File: src/rtl/ovld_scp_pkg.sv
`timescale 1ns/1ps
package ovld_scp_pkg;
    typedef enum logic [1:0] {
        END_PWM  = 2'b00,
        END_ILIM = 2'b01,
        END_SCP  = 2'b10,
        END_DMAX = 2'b11
    } end_cause_e;

    typedef enum logic [1:0] {
        OI_IDLE = 2'b00,
        OI_RISE = 2'b01,
        OI_FALL = 2'b10,
        OI_TRIP = 2'b11
    } oi_state_e;

    typedef enum logic [1:0] {
        SR_CLEAR = 2'b00,
        SR_COUNT = 2'b01,
        SR_TRIP  = 2'b10
    } sr_state_e;
endpackage

File: src/rtl/ovld_integrator.sv
`timescale 1ns/1ps
module ovld_integrator
    import ovld_scp_pkg::*;
#(
    parameter int FULL_TICKS = 6_000_000,
    localparam int TW = $clog2(FULL_TICKS + 1)
) (
    input  logic          clk,
    input  logic          rst_n,
    input  logic          term_stb,
    input  logic [1:0]    term_cause,
    input  logic          fault_clr,
    output logic [TW-1:0] tmr_lvl,
    output logic          ovld_fault
);
    localparam logic [TW-1:0] FULL_V = TW'(FULL_TICKS);
    localparam logic [TW-1:0] NEAR_V = TW'(FULL_TICKS - 1);

    oi_state_e     st_q, st_n;
    logic [TW-1:0] tmr_q, tmr_n;
    logic          go_up;

    // Direction for this tick: a new termination picks it, otherwise keep it.
    assign go_up = term_stb ? (term_cause == END_ILIM) : (st_q == OI_RISE);

    always_comb begin
        st_n  = st_q;
        tmr_n = tmr_q;
        if (fault_clr) begin
            st_n  = OI_IDLE;
            tmr_n = '0;
        end else begin
            unique case (st_q)
                OI_IDLE, OI_RISE, OI_FALL: begin
                    if (go_up) begin
                        if (tmr_q >= NEAR_V) begin
                            tmr_n = FULL_V;
                            st_n  = OI_TRIP;
                        end else begin
                            tmr_n = tmr_q + 1'b1;
                            st_n  = OI_RISE;
                        end
                    end else if (tmr_q <= TW'(1)) begin
                        tmr_n = '0;
                        st_n  = OI_IDLE;
                    end else begin
                        tmr_n = tmr_q - 1'b1;
                        st_n  = OI_FALL;
                    end
                end
                OI_TRIP: begin
                    st_n  = OI_TRIP;
                    tmr_n = tmr_q;
                end
            endcase
        end
    end

    // State register
    always_ff @(posedge clk or negedge rst_n) begin
        if (!rst_n) begin
            st_q  <= OI_IDLE;
            tmr_q <= '0;
        end else begin
            st_q  <= st_n;
            tmr_q <= tmr_n;
        end
    end

    // Output register
    always_ff @(posedge clk or negedge rst_n) begin
        if (!rst_n) ovld_fault <= 1'b0;
        else        ovld_fault <= (st_n == OI_TRIP);
    end

    assign tmr_lvl = tmr_q;
endmodule

File: src/rtl/scp_run_counter.sv
`timescale 1ns/1ps
module scp_run_counter
    import ovld_scp_pkg::*;
#(
    parameter int RUN_LEN = 4,
    localparam int RW = $clog2(RUN_LEN + 1)
) (
    input  logic          clk,
    input  logic          rst_n,
    input  logic          term_stb,
    input  logic [1:0]    term_cause,
    input  logic          fault_clr,
    output logic [RW-1:0] run_lvl,
    output logic          scp_fault
);
    localparam logic [RW-1:0] RUN_V  = RW'(RUN_LEN);
    localparam logic [RW-1:0] LAST_V = RW'(RUN_LEN - 1);

    sr_state_e     st_q, st_n;
    logic [RW-1:0] run_q, run_n;

    always_comb begin
        st_n  = st_q;
        run_n = run_q;
        if (fault_clr) begin
            st_n  = SR_CLEAR;
            run_n = '0;
        end else begin
            unique case (st_q)
                SR_CLEAR, SR_COUNT: begin
                    if (term_stb) begin
                        if (term_cause == END_SCP) begin
                            if (run_q == LAST_V) begin
                                run_n = RUN_V;
                                st_n  = SR_TRIP;
                            end else begin
                                run_n = run_q + 1'b1;
                                st_n  = SR_COUNT;
                            end
                        end else begin
                            run_n = '0;
                            st_n  = SR_CLEAR;
                        end
                    end
                end
                SR_TRIP: begin
                    st_n  = SR_TRIP;
                    run_n = run_q;
                end
                default: begin
                    st_n  = SR_CLEAR;
                    run_n = '0;
                end
            endcase
        end
    end

    // State register
    always_ff @(posedge clk or negedge rst_n) begin
        if (!rst_n) begin
            st_q  <= SR_CLEAR;
            run_q <= '0;
        end else begin
            st_q  <= st_n;
            run_q <= run_n;
        end
    end

    // Output register
    always_ff @(posedge clk or negedge rst_n) begin
        if (!rst_n) scp_fault <= 1'b0;
        else        scp_fault <= (st_n == SR_TRIP);
    end

    assign run_lvl = run_q;
endmodule

File: src/rtl/ovld_scp_detector.sv
`timescale 1ns/1ps
module ovld_scp_detector #(
    parameter int FULL_TICKS = 6_000_000,
    parameter int RUN_LEN    = 4,
    localparam int TW = $clog2(FULL_TICKS + 1),
    localparam int RW = $clog2(RUN_LEN + 1)
) (
    input  logic       clk,
    input  logic       rst_n,
    input  logic       term_stb,
    input  logic [1:0] term_cause,
    input  logic       fault_clr,
    output logic       ovld_fault,
    output logic       scp_fault
);
    logic [TW-1:0] tmr_lvl;
    logic [RW-1:0] run_lvl;

    ovld_integrator #(.FULL_TICKS(FULL_TICKS)) u_olp (
        .clk        (clk),
        .rst_n      (rst_n),
        .term_stb   (term_stb),
        .term_cause (term_cause),
        .fault_clr  (fault_clr),
        .tmr_lvl    (tmr_lvl),
        .ovld_fault (ovld_fault)
    );

    scp_run_counter #(.RUN_LEN(RUN_LEN)) u_scp (
        .clk        (clk),
        .rst_n      (rst_n),
        .term_stb   (term_stb),
        .term_cause (term_cause),
        .fault_clr  (fault_clr),
        .run_lvl    (run_lvl),
        .scp_fault  (scp_fault)
    );
endmodule

File: config.mk
export PLATFORM = sky130hd
export DESIGN_NAME = ovld_scp_detector
export DESIGN_NICKNAME = d
export VERILOG_FILES = /design/src/rtl/ovld_scp_pkg.sv /design/src/rtl/ovld_integrator.sv /design/src/rtl/scp_run_counter.sv /design/src/rtl/ovld_scp_detector.sv
export SDC_FILE = /design/constraint.sdc
export NUM_CORES = 1
export LEC_CHECK = 0
export BUFFER_PORTS_ARGS = -buffer_cell sky130_fd_sc_hd__buf_2
export CAP_MARGIN = 5
export CORE_ASPECT_RATIO = 1.5
export CORE_MARGIN = 4
export CORE_UTILIZATION = 57
export DETAILED_ROUTE_END_ITERATION = 7
export PLACE_DENSITY = 0.86
export SLEW_MARGIN = 10
export SYNTH_ARGS = -nofsm -noshare
export SYNTH_HDL_FRONTEND = slang
export SYNTH_SLANG_ARGS = --single-unit
File: constraint.sdc
create_clock -name clk -period 2.7 [get_ports clk]
set_input_delay 0.135 -clock clk [delete_from_list [all_inputs] [get_ports clk]]
set_output_delay 0.135 -clock clk [all_outputs]
set_load 0.01 [all_outputs]
==> metrics.md <==
| Metric | Value |
|---|---|
| Worst path required time | 2.84 ns |
| Most used DFF post-synth | dfrtp_1 |
| CP delay by family, top | simple AND/OR/NAND/NOR gates |
| ANT nets after route | 0 |
| Share of the synthesized area in the top cell type | 30.1% |
| Pleak | 0.00111 uW |
| Grt total ovfl | 0 |
| Status | finished, final reports clean |
| Max Freq | 0.388 GHz |
| Die height | 91.6 um |
| Total GRT Usage | 29.2% |
| CP peak stage delay | 0.58 ns |
| Final WL | 8180 um |
| Max Clock Skew | 0.00810 ns |
| Maximum clock path buffer count | 2 |
| Vias in the first global route | 2733 |
| CTS Buf Count | 5 |
| Rows | 30 |
| Crit path arrival time | 2.71 ns |
| Register area | 801 um2 |
| Clock sinks | 32 |
| Top-count cell post-synth | nor2_1 |
| CP dominant cell by count | or4_4 |
| Crit path kind | reg2reg |
| Post-synth EDFFs | 0 |
| Least-Margin Pin Slew | 0.781 ns |
| Core area | 0.00450 mm2 |
| Nets@finish | 364 |
| WL/cell | 20.4 um |
| Count of cell types in the netlist | 64 |
| Synth area leaders | dfrtp_1, nor2_1, nand2_1 |
| Post-synth net total | 361 |
| Crit-path cells | or4_4 > or4_4 > o31ai_4 > inv_2 > nand3_1 > o221ai_1 |
| Ports | 8 |
| Share of cells above drive strength 1 | 12.7% |
| HP Class | in2reg |
| Vias per Instance | 7.19 |
| RSZ-0062 raised after global routing | false |
| Critical-path top delay cell | or4_4 |
| Die width | 63.8 um |
| Die ar. | 0.00584 mm2 |
| DR pass1 iterations | 5 |
| IO Port Bufs | 7 |
| Maximum capacitance violations | 0 |
| Initial antenna violation count | 0 |
| Setup violators final | 0 |
| Pin count of the biggest net entering global routing | 33 |
| Mean Syn Cell Area | 7.60 um2 |
| Startpoint types | register |
| H-tree Lvls | 2 |
| Inserted Diodes | 0 |
| DRC | 0 |
| Setup TNS Final | 0 ns |
| CTS tree | built |
| Seq/Total Area, Yosys | 30.1% |
| Initial DRC count | 287 |
| Via Count | 2889 |
| Post-synth top cells | nor2_1, dfrtp_1, nand2_1, clkbuf_1, a21oi_1 |
| Routability cong. | 0.989 |
| Power Density | 1080 mW/mm2 |
| Multi-input logic area | 0.00168 mm2 |
| Post-route clock period utilization | 95.4% |
| Cells after Synth | 350 |
| Fin. Hold Viols | 0 |
| VDD IR max | 0.436 mV |
| Hold slack | 0.104 ns |
| Buf/Inv on CP | 1 |
| Period minus WS final | 2.58 ns |
| Post_cts resized | 0 |
| Asr flop ratio synth | 100% |
| Reg2Reg Setup Slack | 0.12 ns |
| Max Slew Vio Count | 0 |
| Area grow syn2layout | 8.52% |
| Element type at the critical path end | register |
| First-pass GRT wire length | 13500 um |
| CTS clk-pin slew, worst paths | 0.08 ns |
| Leading area contributor after synthesis | dfrtp_1 |
| Normalized max-slew margin | 47.9% |
| CP max FO | 7 |
| Synthesized area | 0.00266 mm2 |
| Fill count | 403 |
| Post-DP HPWL | 5770 um |
| Synth warn | 0 |
| CTS Root Cell | clkbuf_8 |
| Synth Register Bits | 32 |
| Clk_lat worst skew | 0.29 ns |
| Initial Util | 59.0% |
what timing repair did:
item,CTS,global route
setup buffers,0,0
endpoints found under the setup margin,0,2
hold endpoints to repair,32,0
hold buffers,1,0
power by group:
| part | switching, uW | total (uW) | internal (uW) | leakage (uW) |
|---|---|---|---|---|
| combinational | 1080 | 1800 | 721 | 0.000625 |
| sequential | 234 | 841 | 607 | 0.000434 |
| clock | 197 | 470 | 273 | 0.0000541 |
registers in the layout, indices dropped and copies added, names as in the netlist:
register	flops
u_olp.tmr_lvl	23
u_scp.run_lvl	3
u_scp.st_q	2
u_olp.st_q	2
u_olp.ovld_fault	1
u_scp.scp_fault	1
worst register-to-register path, stage by stage (launching register included):
cell      delay [ns]
dfrtp_1         0.46
or4_4           0.58
or4_4           0.49
o31ai_4         0.38
inv_2           0.12
nand3_1         0.22
o221ai_1        0.17
cell usage in the layout, fill, tap and decap left out, drive strengths merged, types with 2 or more instances in the layout:
master   n
nand2b   6
o221a    2
ha       5
or3      3
o31a     3
and2     4
nor4     8
or2      2
o211ai   5
nand3b   2
o221ai   4
xnor2    6
clkbuf   5
o21ai   25
o21a     4
nor2    37
nand4   11
a21oi   19
clkinv   2
dfrtp   32
nor3    18
buf     26
and4     3
o311ai   4
a31oi   12
nand4b   3
mux2i    2
nand2   32
or4      5
xor2     5
and3     2
a211oi   2
o31ai    2
nand3   16
inv     12
nor2b    6
o41ai    3
routing by layer:
metal | wire length (um) | up-vias | global-route usage [%]
met2 | 4020 | 176 | 47.5
met1 | 3140 | 1370 | 36.2
met3 | 624 | 40 | 4.29
met4 | 403 | 0 | 17.3
met5 | 0 | - | 0
li1 | - | 1303 | -
final cells by class:
class	count	share of cell area (%)
tap	48	2.08
clock inverter	3	1.47
inverter	13	1.69
multi-input combinational	274	58.1
timing repair buffer	27	6.50
clock buffer	5	2.39
sequential	32	27.8
per-stage QoR:
step,setup slack [ns],total power (uW),util (%),instance area [um2],cells
2_1_floorplan,0.151,2120,-,2660,350
5_1_grt,0.0331,3290,64.1,2890,402
6_report,0.124,3110,64.1,2890,402
3_3_place_gp,0.208,2550,61.4,2760,393
4_1_cts,0.115,3050,64.1,2890,402
3_5_place_dp,0.147,2570,61.4,2760,393
cells by family (layout without fill, tap and decap cells):
logic type	Yosys count	count (layout)	synth area share, %
AOI/OAI and AO/OA	95	95	24.3
muxes	2	2	0.753
DFF	32	32	30.1
and+or+nand+nor	161	161	32.0
xor gates and xnor gates	11	11	3.62
adders and majority gates	5	5	2.35
buffers and inverters	44	48	6.82
final timing paths:
path                       cells past startpoint         startpoint                 to
max                                            6  u_olp.tmr_lvl[17]  u_olp.tmr_lvl[10]
min                                            2           term_stb      u_scp.st_q[0]
max reg2reg                                    6  u_olp.tmr_lvl[17]  u_olp.tmr_lvl[10]
min reg2reg                                    2   u_scp.run_lvl[2]   u_scp.run_lvl[2]
max in group asynchronous                      2              rst_n  u_olp.tmr_lvl[11]
min in group asynchronous                      2              rst_n      u_scp.st_q[0]
Power figures use the tool's default switching activity.
